### src/rtl/dp_alu_pkg.sv
package dp_alu_pkg;

    localparam int unsigned FLAG_W = 4;
    localparam int unsigned OP_W   = 4;

    // Flag positions inside a flag nibble {N,Z,C,V}
    localparam int unsigned FL_N = 3;
    localparam int unsigned FL_Z = 2;
    localparam int unsigned FL_C = 1;
    localparam int unsigned FL_V = 0;

    typedef enum logic [OP_W-1:0] {
        OP_AND    = 4'd0,
        OP_XOR    = 4'd1,
        OP_SUB    = 4'd2,
        OP_RSUB   = 4'd3,
        OP_ADD    = 4'd4,
        OP_ADDC   = 4'd5,
        OP_SUBC   = 4'd6,
        OP_RSUBC  = 4'd7,
        OP_TEST   = 4'd8,
        OP_TESTEQ = 4'd9,
        OP_CMP    = 4'd10,
        OP_CMPN   = 4'd11,
        OP_OR     = 4'd12,
        OP_MOVE   = 4'd13,
        OP_CLR    = 4'd14,
        OP_NOT    = 4'd15
    } dp_op_e;

    function automatic logic is_compare(input dp_op_e op);
        return (op == OP_TEST) || (op == OP_TESTEQ) || (op == OP_CMP) || (op == OP_CMPN);
    endfunction

    function automatic logic is_logical(input dp_op_e op);
        case (op)
            OP_AND, OP_XOR, OP_TEST, OP_TESTEQ,
            OP_OR, OP_MOVE, OP_CLR, OP_NOT: return 1'b1;
            default:                        return 1'b0;
        endcase
    endfunction

    function automatic logic is_subtract(input dp_op_e op);
        case (op)
            OP_SUB, OP_RSUB, OP_SUBC, OP_RSUBC, OP_CMP: return 1'b1;
            default:                                    return 1'b0;
        endcase
    endfunction

    function automatic logic is_reverse(input dp_op_e op);
        return (op == OP_RSUB) || (op == OP_RSUBC);
    endfunction

    function automatic logic takes_carry(input dp_op_e op);
        return (op == OP_ADDC) || (op == OP_SUBC) || (op == OP_RSUBC);
    endfunction

endpackage

### src/rtl/dp_logic_unit.sv
module dp_logic_unit
    import dp_alu_pkg::*;
#(
    parameter int unsigned DATA_W = 32
) (
    input  dp_op_e            op,
    input  logic [DATA_W-1:0] a_in,
    input  logic [DATA_W-1:0] b_in,
    output logic [DATA_W-1:0] res
);

    always_comb begin
        case (op)
            OP_AND, OP_TEST:   res = a_in & b_in;
            OP_XOR, OP_TESTEQ: res = a_in ^ b_in;
            OP_OR:             res = a_in | b_in;
            OP_MOVE:           res = b_in;
            OP_CLR:            res = a_in & ~b_in;
            OP_NOT:            res = ~b_in;
            default:           res = '0;
        endcase
    end

endmodule

### src/rtl/dp_arith_unit.sv
module dp_arith_unit
    import dp_alu_pkg::*;
#(
    parameter int unsigned DATA_W = 32
) (
    input  dp_op_e            op,
    input  logic [DATA_W-1:0] a_in,
    input  logic [DATA_W-1:0] b_in,
    input  logic              c_in,
    output logic [DATA_W-1:0] sum,
    output logic              carry,
    output logic              ovf
);

    localparam int unsigned MSB = DATA_W - 1;

    logic [DATA_W-1:0] lhs_d;
    logic [DATA_W-1:0] rhs_d;
    logic [DATA_W-1:0] rhs_eff_d;
    logic              cin_d;
    logic [DATA_W:0]   full_d;

    always_comb begin
        // Reverse forms swap the operands of the subtractor
        lhs_d     = is_reverse(op) ? b_in : a_in;
        rhs_d     = is_reverse(op) ? a_in : b_in;
        // Subtraction is lhs + ~rhs + 1; with carry, the +1 becomes +C
        rhs_eff_d = is_subtract(op) ? ~rhs_d : rhs_d;
        if (takes_carry(op)) begin
            cin_d = c_in;
        end else begin
            cin_d = is_subtract(op);
        end
        full_d = {1'b0, lhs_d} + {1'b0, rhs_eff_d} + {{DATA_W{1'b0}}, cin_d};
        sum    = full_d[DATA_W-1:0];
        // Carry out of the top bit: for subtraction it reads as "no borrow"
        carry  = full_d[DATA_W];
        ovf    = (lhs_d[MSB] == rhs_eff_d[MSB]) && (full_d[MSB] != lhs_d[MSB]);
    end

endmodule

### src/rtl/dp_flag_unit.sv
module dp_flag_unit
    import dp_alu_pkg::*;
#(
    parameter int unsigned DATA_W = 32
) (
    input  dp_op_e             op,
    input  logic               set_flags,
    input  logic               to_pc,
    input  logic [DATA_W-1:0]  res,
    input  logic               arith_c,
    input  logic               arith_v,
    input  logic               shift_c,
    input  logic [FLAG_W-1:0]  flags_in,
    output logic [FLAG_W-1:0]  flags_next,
    output logic               status_load
);

    always_comb begin
        flags_next  = flags_in;
        status_load = 1'b0;
        if (set_flags) begin
            if (to_pc) begin
                // Whole status word comes from the result, compares included
                status_load = 1'b1;
                flags_next  = res[DATA_W-1 -: FLAG_W];
            end else begin
                flags_next[FL_N] = res[DATA_W-1];
                flags_next[FL_Z] = (res == '0);
                if (is_logical(op)) begin
                    flags_next[FL_C] = shift_c;
                    flags_next[FL_V] = flags_in[FL_V];
                end else begin
                    flags_next[FL_C] = arith_c;
                    flags_next[FL_V] = arith_v;
                end
            end
        end
    end

endmodule

### src/rtl/dp_exec_alu.sv
module dp_exec_alu
    import dp_alu_pkg::*;
#(
    parameter int unsigned DATA_W = 32,
    parameter int unsigned IDX_W  = 4,
    parameter int unsigned PC_IDX = 15
) (
    input  logic              clk,
    input  logic              rst_n,
    input  logic              in_valid,
    input  logic [OP_W-1:0]   opcode,
    input  logic              set_flags,
    input  logic [IDX_W-1:0]  dest_idx,
    input  logic [DATA_W-1:0] op1,
    input  logic [DATA_W-1:0] op2,
    input  logic              shift_carry,
    input  logic [FLAG_W-1:0] flags_in,
    output logic              out_valid,
    output logic [DATA_W-1:0] result,
    output logic              reg_we,
    output logic              pc_we,
    output logic              status_we,
    output logic [FLAG_W-1:0] flags_out
);

    localparam logic [IDX_W-1:0] PC_SEL = IDX_W'(PC_IDX);

    typedef struct packed {
        logic              valid;
        logic [DATA_W-1:0] res;
        logic              rf_we;
        logic              pc_we;
        logic              st_we;
        logic [FLAG_W-1:0] flags;
    } stage_t;

    dp_op_e            op_d;
    logic              to_pc_d;
    logic [DATA_W-1:0] logic_res_d;
    logic [DATA_W-1:0] arith_res_d;
    logic              arith_c_d;
    logic              arith_v_d;
    logic [DATA_W-1:0] res_d;
    logic [FLAG_W-1:0] flags_next_d;
    logic              status_load_d;
    stage_t            stage_d;
    stage_t            stage_q;

    assign op_d    = dp_op_e'(opcode);
    assign to_pc_d = (dest_idx == PC_SEL);

    dp_logic_unit #(.DATA_W(DATA_W)) u_logic (
        .op   (op_d),
        .a_in (op1),
        .b_in (op2),
        .res  (logic_res_d)
    );

    dp_arith_unit #(.DATA_W(DATA_W)) u_arith (
        .op    (op_d),
        .a_in  (op1),
        .b_in  (op2),
        .c_in  (flags_in[FL_C]),
        .sum   (arith_res_d),
        .carry (arith_c_d),
        .ovf   (arith_v_d)
    );

    assign res_d = is_logical(op_d) ? logic_res_d : arith_res_d;

    dp_flag_unit #(.DATA_W(DATA_W)) u_flags (
        .op          (op_d),
        .set_flags   (set_flags),
        .to_pc       (to_pc_d),
        .res         (res_d),
        .arith_c     (arith_c_d),
        .arith_v     (arith_v_d),
        .shift_c     (shift_carry),
        .flags_in    (flags_in),
        .flags_next  (flags_next_d),
        .status_load (status_load_d)
    );

    always_comb begin
        stage_d       = stage_q;
        stage_d.valid = 1'b0;
        stage_d.rf_we = 1'b0;
        stage_d.pc_we = 1'b0;
        stage_d.st_we = 1'b0;
        if (in_valid) begin
            stage_d.valid = 1'b1;
            stage_d.res   = res_d;
            stage_d.rf_we = !is_compare(op_d) && !to_pc_d;
            stage_d.pc_we = !is_compare(op_d) && to_pc_d;
            stage_d.st_we = status_load_d;
            stage_d.flags = flags_next_d;
        end
    end

    always_ff @(posedge clk) begin
        if (!rst_n) begin
            stage_q <= '0;
        end else begin
            stage_q <= stage_d;
        end
    end

    assign out_valid = stage_q.valid;
    assign result    = stage_q.res;
    assign reg_we    = stage_q.rf_we;
    assign pc_we     = stage_q.pc_we;
    assign status_we = stage_q.st_we;
    assign flags_out = stage_q.flags;

    // Compare codes never write a register or the program counter
    p_cmp_no_write_r4: assert property (@(posedge clk) disable iff (!rst_n)
        (in_valid && opcode[3:2] == 2'b10) |=> (!reg_we && !pc_we));

    // Flags untouched when flag setting is off
    p_keep_flags_r6: assert property (@(posedge clk) disable iff (!rst_n)
        (in_valid && !set_flags) |=> (flags_out == $past(flags_in) && !status_we));

    // Status word load from the result top nibble
    p_status_load_r7: assert property (@(posedge clk) disable iff (!rst_n)
        (in_valid && set_flags && dest_idx == PC_SEL) |=>
            (status_we && flags_out == result[DATA_W-1 -: FLAG_W]));

    // Logical ops take carry from the shifter and keep V
    p_logic_carry_r5: assert property (@(posedge clk) disable iff (!rst_n)
        (in_valid && set_flags && dest_idx != PC_SEL && is_logical(dp_op_e'(opcode))) |=>
            (flags_out[FL_C] == $past(shift_carry) && flags_out[FL_V] == $past(flags_in[FL_V])));

    // Program counter strobe and register strobe are exclusive
    p_pc_write_r8: assert property (@(posedge clk) disable iff (!rst_n)
        (in_valid && dest_idx == PC_SEL && !is_compare(dp_op_e'(opcode))) |=> (pc_we && !reg_we));

    // One-edge latency and idle cycles
    p_valid_follow_r9: assert property (@(posedge clk) disable iff (!rst_n)
        1'b1 |=> (out_valid == $past(in_valid)));

    p_idle_quiet_r9: assert property (@(posedge clk) disable iff (!rst_n)
        !in_valid |=> (!reg_we && !pc_we && !status_we));

    // Reset clears valid, strobes and flags
    p_reset_clear_r10: assert property (@(posedge clk)
        !rst_n |=> (!out_valid && !reg_we && !pc_we && !status_we && flags_out == '0));

endmodule

### config.mk
export PLATFORM = sky130hd
export DESIGN_NAME = dp_exec_alu
export DESIGN_NICKNAME = d
export VERILOG_FILES = /design/src/rtl/dp_alu_pkg.sv /design/src/rtl/dp_logic_unit.sv /design/src/rtl/dp_arith_unit.sv /design/src/rtl/dp_flag_unit.sv /design/src/rtl/dp_exec_alu.sv
export SDC_FILE = /design/constraint.sdc
export NUM_CORES = 1
export LEC_CHECK = 0
export BUFFER_PORTS_ARGS = -buffer_cell sky130_fd_sc_hd__buf_2
export CAP_MARGIN = 15
export CORE_MARGIN = 2
export CORE_UTILIZATION = 40
export CTS_CLUSTER_DIAMETER = 40
export CTS_CLUSTER_SIZE = 40
export DETAILED_ROUTE_END_ITERATION = 10
export GPL_TIMING_DRIVEN = 1
export PLACE_DENSITY = 0.66
export SKIP_CTS_REPAIR_TIMING = 1
export SYNTH_ARGS = -nofsm -noshare
export SYNTH_HDL_FRONTEND = slang
export SYNTH_SLANG_ARGS = --single-unit
export TNS_END_PERCENT = 20
### constraint.sdc
create_clock -name clk -period 4.5 [get_ports clk]
set_input_delay 0.45 -clock clk [delete_from_list [all_inputs] [get_ports clk]]
set_output_delay 0.45 -clock clk [all_outputs]
set_load 0.05 [all_outputs]
# --- Yosys cells after proc, flatten, opt, wreduce, memory -nomap -nowiden ---
# Memory sizes are Yosys's and may differ from the RTL's.
# Index checks and enable logic that the tools add are counted.
word_totals:
  register_bits: 40
  latch_bits: 0
  in_bits: 81
  rom_bits: 32
  out_inout_bits: 40
  n_memories: 2
  ramBits: 0
  wordCells: 66
classes:
  addsub: 2
  order_cmp: 0
  mul: 0
  shift: 0
  n_mux: 15
  n_reduce_logical: 18
  eq_ne: 17
  n_div: 0
  n_bitwise: 6
mem_list:
  columns: ["name", "depth", "word_bits", "rd", "rd_ports_with_merged_regs", "wr", "line", "text"]
  rows:
  - ["(no name shown)", 16, 1, 1, 0, 0, "dp_alu_pkg.sv:36", "case (op)"]
  - ["(no name shown)", 16, 1, 1, 0, 0, "dp_alu_pkg.sv:36", null]
op_table:
  columns: ["cell", "n"]
  rows:
  - ["case mux 32 bit (6 select lines)", 1]
  - ["2-to-1 mux 32 bit", 4]
  - ["AND 32 bit", 2]
  - ["NOT 32 bit", 2]
  - ["2-to-1 mux 40 bit", 1]
  - ["== test 4 bit, second input constant", 9]
  - ["adder 32 x 32 -> 33 bit", 1]
  - ["adder 33 x 1 -> 33 bit", 1]
  - ["logical NOT 32 bit", 1]
  - ["bitwise OR 32 bit", 1]
  - ["XOR 32 bit", 1]
  - ["== test 4 x 3 -> 1 bit, second input constant", 3]
  - ["== test 4 x 2 -> 1 bit, second input constant", 2]
  - ["logical OR 1 bit", 6]
  - ["2-to-1 mux 1 bit", 6]
  - ["OR reduction 5 bit", 1]
  - ["== test 4 x 1 -> 1 bit, second input constant", 1]
  - ["logical NOT 4 bit", 1]
  - ["2-to-1 mux 4 bit", 1]
  - ["OR reduction 2 bit", 2]
  - ["logical AND 1 bit", 3]
  - ["2-to-1 mux 3 bit", 1]
  - ["AND reduction 3 bit", 1]
  - ["logical NOT 1 bit", 2]
  - ["other kinds (4)", 4]

# --- Longest topological paths before layout ---
# Gate-level depths: netlist of the first run.
logic_depth:
  word_depth: 13
  ltp_mapped: 21

# --- By module ---
# From an unflattened synthesis of the first run, not the netlist that was laid out.
hier_totals:
  hier_cells: 922
  hier_area_um2: 7591.0
by_module_without_submodules:
  columns: ["module", "instances", "cells_per_inst", "seq_area_each_um2", "area_per_inst_um2"]
  rows:
  - ["dp_arith_unit", 1, 357, 0.0, 2730.1]
  - ["dp_logic_unit", 1, 294, 0.0, 2519.9]
  - ["dp_exec_alu", 1, 243, 800.8, 2155.8]
  - ["dp_flag_unit", 1, 28, 0.0, 185.2]

# --- Least setup slack after synthesis of the first run ---
# Ideal clock, no wire load.
synth_path:
  kind: "in2reg"
  from: "input opcode[0]"
  to: "register stage_q (netlist bit flags_out[2])"
  n_path_buf: 6
  slack_ns: -0.441
  t_arrival_ns: 4.882
  path_stages: 20
  required_ns: 4.441
  path_cell_list: "buf_4 buf_2 clkbuf_1 nand3_1 clkbuf_1 clkbuf_1 clkbuf_1 o21ai_0 fa_1 fa_1 a211oi_2 o21ai_4 a31oi_2 mux2i_1 a211oi_2 nand4_1 or4_1 nor4_1 nand4_1 nand2_1"
synth_via:
  elab_chain_cells: 11
  word_cells_on_any_way: 34
  cone_classes: "2 x add/sub; 13 x eq/ne; 9 x mux; 1 x bitwise; 8 x reduce/logical; 1 x memory"
synth_rtl:
  columns: ["item", "line", "text"]
  rows:
  - ["start, declared", "dp_exec_alu.sv:11", "input logic [OP_W-1:0] opcode,"]
  - ["branches (longest 7 deep; another with adder 32 x 32 -> 33 bit)", null, null]
  - ["2-to-1 mux 32 bit *", "dp_exec_alu.sv:69", "assign res_d = is_logical(op_d) ? logic_res_d : arith_res_d;"]
  - ["logical NOT 32 bit", "dp_flag_unit.sv:28", "flags_next[FL_Z] = (res == '0);"]
  - ["2-to-1 mux 3 bit *", "dp_flag_unit.sv:22", "if (to_pc) begin"]
  - ["2-to-1 mux 4 bit *", "dp_flag_unit.sv:21", "if (set_flags) begin"]
  - ["end signal, assigned", "dp_exec_alu.sv:104", "stage_q <= stage_d;"]
  - ["end, declared", "dp_exec_alu.sv:47", "stage_t stage_q;"]
# Mark *: on every way between the ends.
# A chain may end at the register's enable or synchronous reset.

# --- Worst setup path in the final report of the first run ---
# Same ends and word-level chain as after synthesis.

==> impl_metrics.env, run 1 <==
export IMPL_synth_common_cells="nor2_1, a21oi_1, nand2_1"
export IMPL_synth_seq_cells=40
export IMPL_rr_worst_depth=2
export IMPL_first_pass_iters=5
export IMPL_grt_pass1_vias=7351
export IMPL_worstMarginPinSlew_ns=0.670
export IMPL_die_height_um=135
export IMPL_regArea_um2=801
export IMPL_die_x_um=135
export IMPL_wl_um=24300
export IMPL_finalHoldViolations=0
export IMPL_rsz0062_at_grt="false"
export IMPL_core_area_um2=16600
export IMPL_rows=47
export IMPL_vias=7929
export IMPL_multiInputGateArea_um2=5470
export IMPL_arrival_ns=4.44
export IMPL_critPathLaunchType="input pin"
export IMPL_yosys_most_used_dff="dfxtp_1"
export IMPL_yosysUniqueCellTypes=86
export IMPL_cts_root_buf="clkbuf_16"
export IMPL_path_clk_slew_ns=0.06
export IMPL_drt_iter0_drc=548
export IMPL_cp_max_fo=11
export IMPL_syn_area_per_cell_um2=6.69
export IMPL_postLayoutCoreUtil_pct=46.8
export IMPL_grt_max_degree=57
export IMPL_ios=121
export IMPL_cts_sinks=40
export IMPL_final_layout_size_suffix_gt1_share_pct=17.3
export IMPL_start_util_pct=41.2
export IMPL_n_antenna_cell=0
export IMPL_fmax_ghz=0.237
export IMPL_whs_ns=0.462
export IMPL_netlist_instances=1024
export IMPL_insertion_delay_ns=0.28
export IMPL_critPathRequiredTime_ns=4.73
export IMPL_finalCritPeriodShare_pct=93.6
export IMPL_holdPathStages=2
export IMPL_post_drt_wl_per_cell_um=18.4
export IMPL_period_needed_ns=4.21
export IMPL_fin_area_um2=7790
export IMPL_cts_buffers=5
export IMPL_io_buffers=120
export IMPL_yosysSeqAreaShare_pct=11.7
export IMPL_ir_worst_vdd_mv=0.207
export IMPL_postSynth_asyncResetShare_pct=0
export IMPL_fin_nets=1250
export IMPL_grt_antenna_before_repair=0
export IMPL_powerDensity_nw_per_um2=269
export IMPL_hp_class="flip-flop to flip-flop"
export IMPL_setup_tns_ns=0
export IMPL_globalplace_congestion=0.979
export IMPL_maxCapViolations=0
export IMPL_grt_total_usage_pct=26.1
export IMPL_grt_overflow=0
export IMPL_syn_cell_area_um2=6850
export IMPL_cp_end_kind="flip-flop"
export IMPL_p_leak_uw=0.00352
export IMPL_ys_top_cells_by_area="dfxtp_1, ha_1, a21oi_1"
export IMPL_drc=0
export IMPL_viasPerCell=5.98
export IMPL_yosys_warnings=0
export IMPL_skew_ns=0
export IMPL_criticalPathCategory="input pin to flip-flop"
export IMPL_hpwl_um=19200
export IMPL_synth_area_leader_cell="dfxtp_1"
export IMPL_slew_viol_final=0
export IMPL_syn_to_final_growth_pct=13.7
export IMPL_h_tree_depth=2
export IMPL_die_area_um2=18200
export IMPL_yosysMostFrequentCell="nor2_1"
export IMPL_fillCellCount=1762
export IMPL_ant_nets=0
export IMPL_clockBufferDepth=2
export IMPL_cts_tree="built"
export IMPL_yosysTopAreaCellShare_pct=11.7
export IMPL_setup_violations_final=0
export IMPL_grt_pass1_wl_um=38000
export IMPL_status="finished, final reports clean"
export IMPL_place_area_um2=7640
export IMPL_synth_fp_nets=1170
export IMPL_synth_edf_count=0
export IMPL_timing_slew_headroom_pct=55.2
-- cell families after synthesis --
kind of cell             share of synthesized area (%)
AO/OA/AOI/OAI                                     36.3
XOR/XNOR                                          6.39
adder cells (fa/ha/maj)                           12.1
buffers and inverters                             8.95
flip-flops                                        11.7
multiplexers                                      3.01
AND/OR/NAND/NOR                                   21.5
-- registers in the layout, summed over array words and instances (netlist names) --
name / count
flags_out: 4
result: 32
out_valid: 1
status_we: 1
pc_we: 1
reg_we: 1
-- worst max-delay path, cell delays in order --
cell and delay [ns]:
buf_2 0.23, clkinv_1 0.15, nand3_2 0.12, xnor2_1 0.12, a21oi_1 0.10, fa_2 0.38, fa_2 0.43, a211oi_2 0.27
o21ai_4 0.14, a221oi_2 0.45, o31ai_2 0.15, xnor2_1 0.16, a221oi_1 0.57, nand3_1 0.17, nor4_1 0.31, nand4_1 0.13
nand2_1 0.09
-- metrics by stage --
| stage | instances | worst slack [ns] | power [uW] |
|---|---|---|---|
| after CTS | 1325 | 0.304 | 2080 |
| after global routing | 1325 | 0.108 | 2240 |
| after detailed placement | 1317 | 0.0250 | 1720 |
| final | 1325 | 0.288 | 2090 |
| after floorplan | 1024 | 0.0120 | 1370 |
| after global placement | 1317 | 0.125 | 1720 |
-- where the power goes --
| part | switching (uW) | internal (uW) | leakage, uW |
|---|---|---|---|
| clock | 140 | 219 | 0.0000766 |
| combinational | 857 | 468 | 0.00311 |
| sequential | 17.6 | 391 | 0.000331 |
-- metal layers --
layer	share of wire (%)	global-route usage, %	vias to the layer above
met4	6.4	15.8	0
met2	46	43.8	333
met5	0	0	-
li1	-	-	3875
met3	6.1	3.72	76
met1	41	31.6	3645
-- cell type report --
| type | count | share of cell area (%) |
|---|---|---|
| inverter | 78 | 3.76 |
| tap | 220 | 3.53 |
| clock buffer | 6 | 1.78 |
| sequential | 40 | 10.3 |
| clock inverter | 2 | 0.129 |
| timing repair buffer | 145 | 10.3 |
| multi-input combinational | 834 | 70.2 |
-- cell usage in the layout, fill, tap and decap left out, types with 6 or more instances in the layout --
master	instances
o21ai_0	93
o221ai_1	9
a221oi_1	7
a211oi_1	28
nand2_1	98
dfxtp_1	40
nand3_1	18
o22ai_1	7
mux2i_1	15
a22o_1	8
inv_1	76
xor2_1	9
a31oi_1	7
nor2b_1	15
o31ai_1	7
a22oi_1	11
xnor2_1	41
nand4_1	12
nor2_1	113
a21oi_1	112
ha_1	63
nor3_1	20
o21a_1	6
o211ai_1	15
a21o_1	8
buf_4	24
buf_2	120
-- final timing paths --
path              startpoint            to  slack, ns
setup / recovery   opcode[0]  flags_out[2]       0.29
hold / removal    result[24]    result[24]       0.46
setup reg to reg  result[29]    result[29]       3.75
hold reg to reg   result[24]    result[24]       0.46
No activity file was read; power rests on OpenSTA's default activity.
==> run 2: changes to the inputs <==
==> constraint.sdc (replaced) <==
create_clock -name clk -period 3.6 [get_ports clk]
set_input_delay 0.36 -clock clk [delete_from_list [all_inputs] [get_ports clk]]
set_output_delay 0.36 -clock clk [all_outputs]
set_load 0.01 [all_outputs]
==> run 2 against run 1 <==
Effect of this change:
- wire length increased by 5.2%
- design area increased by 18%
- clock skew unchanged
- sequential power increased by 25%
- die area unchanged
- combinational power increased by 50%
- sequential cell count unchanged
- power increased by 45%
- worst hold slack got worse by 0.074 ns
- via count increased by 7.6%
- highest routed layer unchanged
==> impl_metrics.env, run 2 (synthesis gave the netlist of run 1 again) <==
export IMPL_status="finished, final reports clean"
export IMPL_whs_ns=0.388
export IMPL_crit_chain="buf_2, inv_2, nand3_4, buf_12, buf_4, buf_4, buf_4, a21oi_1, ha_1, buf_4, nand2_2, o21ai_1, nand2_1, o211ai_1, a2111o_1, a21oi_2, nor2b_1, or4_1, a31o_1, a31oi_1"
export IMPL_slew_viol_final=0
export IMPL_h_tree_depth=2
export IMPL_clockBufferDepth=2
export IMPL_rsz0062_at_grt="true"
export IMPL_grt_pass1_wl_um=40200
export IMPL_final_layout_size_suffix_gt1_share_pct=29.6
export IMPL_insertion_delay_ns=0.27
export IMPL_cp_max_fo=14
export IMPL_path_clk_slew_ns=0.06
export IMPL_powerDensity_nw_per_um2=330
export IMPL_io_buffers=120
export IMPL_final_cell_mix="buf_4, buf_2, nor2_1"
export IMPL_viasPerCell=5.76
export IMPL_drt_iter0_drc=629
export IMPL_finalCritPeriodShare_pct=99.4
export IMPL_cts_root_buf="clkbuf_16"
export IMPL_placed_cells=1467
export IMPL_critPathLaunchType="input pin"
export IMPL_max_stage_delay_ns=0.50
export IMPL_hp_class="input pin to flip-flop"
export IMPL_postLayoutCoreUtil_pct=55.3
export IMPL_ir_worst_vdd_mv=0.274
export IMPL_grt_max_degree=54
export IMPL_crit_family="compound AO/OA/AOI/OAI gates"
export IMPL_rows=47
export IMPL_setup_slack_ns=0.0234
export IMPL_p_leak_uw=0.00432
export IMPL_die_height_um=135
export IMPL_criticalPathCategory="input pin to flip-flop"
export IMPL_die_area_um2=18200
export IMPL_post_place_ws_ns=-0.379
export IMPL_start_util_pct=41.2
export IMPL_fmax_ghz=0.280
export IMPL_drc=0
export IMPL_r2r_start="result[23]"
export IMPL_layout_commonest_cell="buf_4"
export IMPL_ios=121
export IMPL_largest_reg_flops=32
export IMPL_worstMarginPinSlew_ns=0.976
export IMPL_hpwl_um=20300
export IMPL_setup_violations_final=0
export IMPL_grt_overflow=0
export IMPL_post_drt_wl_per_cell_um=17.3
export IMPL_skew_ns=0
export IMPL_maxCapViolations=0
export IMPL_hp_start="flags_in[0]"
export IMPL_cts_buffers=5
export IMPL_finalHoldViolations=0
export IMPL_syn_to_final_growth_pct=34.3
export IMPL_r2r_slack_ns=2.88
export IMPL_cp_end_kind="flip-flop"
export IMPL_grt_antenna_before_repair=0
export IMPL_core_area_um2=16600
export IMPL_grt_pass1_vias=7953
export IMPL_busiest_layer="met2"
export IMPL_timing_slew_headroom_pct=34.7
export IMPL_vias=8534
export IMPL_n_antenna_cell=0
export IMPL_ant_nets=0
export IMPL_cts_tree="built"
export IMPL_period_needed_ns=3.58
export IMPL_critPathBufInv=7
export IMPL_fin_nets=1406
export IMPL_die_x_um=135
export IMPL_power_uw=3040
export IMPL_arrival_ns=3.78
export IMPL_final_cells=1481
export IMPL_grt_util_met2_pct=46.2
export IMPL_globalplace_congestion=0.990
export IMPL_first_pass_iters=6
export IMPL_use_met3_pct=3.00
export IMPL_met1_usage_pct=34.2
export IMPL_critPathRequiredTime_ns=3.80
export IMPL_crit_top_cell="buf_4"
export IMPL_cp_startpoint="opcode[3]"
export IMPL_cts_sinks=40
export IMPL_grt_total_usage_pct=27.5
export IMPL_wl_um=25600
export IMPL_slowest_stage="a2111o_1"
run 2: stage by stage:
step,setup TNS (ns),cell area (um2)
after floorplan,-2.16,7020
after global placement,-1.52,8830
after detailed placement,-1.90,8830
after CTS,-0.113,9020
after global routing,-0.987,9200
final,0,9200
run 2: tightest hold or removal path, stage by stage:
cell	delay, ns
buf_2	0.11
nand2b_1	0.06
a31oi_1	0.08
run 2: path summary, 6_finish.rpt:
check / cells past startpoint / end
max: 20 / flags_out[0]
min: 3 / flags_out[0]
max reg2reg: 3 / result[23]
min reg2reg: 2 / result[27]
run 2: report_power, final:
group	switching (uW)	internal, uW
clock	174	365
combinational	1060	929
sequential	21.9	489
total	1260	1780
run 2: cell type report:
cell class / count / area (um2)
fillers: 1662 / 7440
multi-input cells: 834 / 5640
repair buffers: 301 / 2010
flip-flops and latches: 40 / 801
inverters: 78 / 294
well taps: 220 / 275
clock buffers: 7 / 153
clock inverters: 1 / 30.0
run 2: layer usage:
| layer | part of all wire [%] | wire length [um] |
|---|---|---|
| met1 | 41 | 10600 |
| met5 | 0 | 0 |
| met2 | 46 | 11800 |
| met4 | 6.2 | 1590 |
| met3 | 6.0 | 1540 |
==> run 3: changes to the inputs <==
--- a/config.mk
+++ b/config.mk
@@ -13,9 +13,10 @@
 export CTS_CLUSTER_SIZE = 40
 export DETAILED_ROUTE_END_ITERATION = 10
 export GPL_TIMING_DRIVEN = 1
-export PLACE_DENSITY = 0.66
+export PLACE_DENSITY = 0.65
 export SKIP_CTS_REPAIR_TIMING = 1
 export SYNTH_ARGS = -nofsm -noshare
 export SYNTH_HDL_FRONTEND = slang
+export SYNTH_HIERARCHICAL = 1
 export SYNTH_SLANG_ARGS = --single-unit
 export TNS_END_PERCENT = 20
==> run 3 against run 2 <==
Effect of this change:
- the run now ends with setup timing left
- die area is 10% higher
- first-iteration DRC count is 18% lower
- final cell count is 3.0% lower
- register-to-register slack hardly changed
- non-clock buffer count is 39 higher
- maximum frequency is 13% lower
- combinational power is 16% higher
- via count is 3.3% lower
==> impl_metrics.env, run 3 <==
export IMPL_synth_fp_nets=1068
export IMPL_h_tree_depth=2
export IMPL_wl_um=26700
export IMPL_yosys_most_used_dff="dfxtp_1"
export IMPL_final_cells=1436
export IMPL_hp_start="flags_in[3]"
export IMPL_violations="setup timing"
export IMPL_die_height_um=142
export IMPL_reg2reg_to="result[10]"
export IMPL_vias=8252
export IMPL_syn_area_per_cell_um2=8.23
export IMPL_cts_sinks=40
export IMPL_grt_max_degree=71
export IMPL_rows=50
export IMPL_timing_slew_headroom_pct=29.1
export IMPL_arrival_ns=4.34
export IMPL_layout_commonest_cell="buf_4"
export IMPL_hp_class="input pin to flip-flop"
export IMPL_status="finished with violations"
export IMPL_setup_tns_ns=-1.05
export IMPL_cts_buffers=5
export IMPL_r2r_slack_ns=2.87
export IMPL_fin_nets=1347
export IMPL_cp_max_fo=11
export IMPL_die_x_um=142
export IMPL_final_layout_size_suffix_gt1_share_pct=46.7
export IMPL_skew_ns=0
export IMPL_clockBufferDepth=2
export IMPL_syn_cell_area_um2=7590
export IMPL_ant_nets=0
export IMPL_max_stage_delay_ns=0.51
export IMPL_cp_end_kind="flip-flop"
export IMPL_path_clk_slew_ns=0.06
export IMPL_finalCritPeriodShare_pct=114
export IMPL_die_area_um2=20100
export IMPL_yosysMostFrequentCell="inv_1"
export IMPL_placed_cells=1414
export IMPL_cts_tree="built"
export IMPL_worstMarginPinSlew_ns=1.06
export IMPL_power_uw=3250
export IMPL_synth_area_leader_cell="dfxtp_1"
export IMPL_p_leak_uw=0.00493
export IMPL_crit_chain="buf_6, nand3b_1, buf_6, buf_12, buf_4, mux2i_1, xor2_1, ha_1, a21oi_1, o21ai_1, or3_1, or4_4, o21ai_2, xnor2_2, o21ai_2, nand2_1, nor4b_2, nand4_1, nor3_2, a221o_2, mux2i_1, nor2b_1"
export IMPL_crit_family="simple AND/OR/NAND/NOR gates"
export IMPL_drc=0
export IMPL_r2r_start="result[10]"
export IMPL_post_drt_wl_per_cell_um=18.6
export IMPL_grt_overflow=0
export IMPL_largest_reg_flops=32
export IMPL_netlist_instances=922
export IMPL_synth_common_cells="inv_1, mux2i_1, ha_1, nand2_1, o21ai_0"
export IMPL_rsz0062_at_grt="true"
export IMPL_powerDensity_nw_per_um2=313
export IMPL_period_needed_ns=4.12
export IMPL_place_area_um2=9770
export IMPL_criticalPathCategory="input pin to flip-flop"
export IMPL_yosysUniqueCellTypes=71
export IMPL_slew_viol_final=0
export IMPL_critPathBufInv=4
export IMPL_setup_slack_ns=-0.520
export IMPL_fmax_ghz=0.243
export IMPL_maxCapViolations=0
export IMPL_insertion_delay_ns=0.28
export IMPL_slowest_stage="or4_4"
export IMPL_core_area_um2=18600
export IMPL_hpwl_um=20400
export IMPL_final_cell_mix="buf_4, buf_2, inv_1"
export IMPL_cts_root_buf="clkbuf_16"
export IMPL_holdPathStages=4
export IMPL_grt_pass1_vias=7936
export IMPL_fillCellCount=1720
export IMPL_yosysSeqAreaShare_pct=10.5
export IMPL_ys_top_cells_by_area="dfxtp_1, ha_1, mux2i_1"
export IMPL_ir_worst_vdd_mv=0.182
export IMPL_critPathRequiredTime_ns=3.82
export IMPL_finalHoldViolations=0
export IMPL_grt_antenna_before_repair=0
export IMPL_grt_total_usage_pct=25.1
export IMPL_ios=121
export IMPL_postSynth_asyncResetShare_pct=0
export IMPL_synth_edf_count=0
export IMPL_syn_to_final_growth_pct=36.9
export IMPL_rr_worst_depth=2
export IMPL_yosys_warnings=6
export IMPL_hold_end="flags_out[3]"
export IMPL_viasPerCell=5.75
export IMPL_setup_violations_final=4
export IMPL_drt_iter0_drc=518
export IMPL_yosysTopAreaCellShare_pct=10.5
export IMPL_critPathLaunchType="input pin"
export IMPL_io_buffers=120
export IMPL_start_util_pct=40.7
export IMPL_first_pass_iters=5
export IMPL_grt_pass1_wl_um=40500
export IMPL_globalplace_congestion=0.923
export IMPL_synth_seq_cells=40
export IMPL_n_antenna_cell=0
export IMPL_fin_area_um2=10400
-- run 3: changes by cell type in the layout (fill, tap and decap cells not counted), moves of 31 or more --
| cell | before | now |
|---|---|---|
| xor2_1 | 9 | 40 |
| nor2_1 | 113 | 25 |
| o21ai_2 | 1 | 34 |
| mux2i_1 | 15 | 66 |
| o21ai_0 | 86 | 47 |
| nand2_1 | 95 | 57 |
| a22oi_2 | 0 | 31 |
| a21oi_1 | 110 | 32 |
-- run 3: worst max-delay path by stage --
stage	cells after the start	end	from
2_1_floorplan	23	flags_out[2]	opcode[3]
3_3_place_gp	21	flags_out[2]	opcode[0]
5_1_grt	26	flags_out[2]	opcode[3]
6_report	22	flags_out[2]	opcode[3]
3_5_place_dp	21	flags_out[2]	opcode[0]
4_1_cts	21	flags_out[2]	opcode[0]
-- run 3: cells by family (layout without fill, tap and decap cells) --
logic type | count (synthesis) | in the layout | share of synthesized area [%]
flip-flops | 40 | 40 | 10.5
buffers and inverters | 140 | 420 | 8.57
AND/OR/NAND/NOR | 217 | 217 | 16.6
adder cells (fa/ha/maj) | 65 | 65 | 10.9
AO/OA/AOI/OAI | 298 | 298 | 32.4
multiplexers | 102 | 102 | 14.0
XOR/XNOR | 60 | 60 | 6.92
-- run 3: area by class of cell --
type	count	area [um2]	share of cell area, %
clock buffer	8	146	1.41
multi-input combinational	742	6440	62.0
inverter	72	270	2.60
sequential	40	801	7.71
timing repair buffer	340	2440	23.5
tap	234	293	2.82
-- run 3: where the power goes --
group	internal, uW	switching, uW
Sequential	485	19.5
Clock	276	171
Combinational	1110	1180
Total	1880	1370
-- run 3: per-layer routing --
layer	global-route usage [%]	share of wire [%]	up-vias
met4	11.6	4.9	0
met5	0	0	-
met2	45.1	49	263
li1	-	-	3992
met1	30.1	42	3937
met3	2.29	4.3	60
-- run 3: worst reg2reg max path: cells and delay by family (launching register included) --
kind           cells  cell delay, ns
AO/OA/AOI/OAI      2            0.23
flip-flops         1            0.33
-- run 3: metrics by stage --
step | utilization (%) | worst slack, ns | hold WS, ns
global placement | 52.4 | -0.756 | 0.492
floorplan | - | -0.433 | 0.498
finish | 55.7 | -0.520 | 0.478
detailed placement | 52.4 | -0.919 | 0.500
global route | 55.7 | -0.764 | 0.501
CTS | 53.2 | -0.644 | 0.486
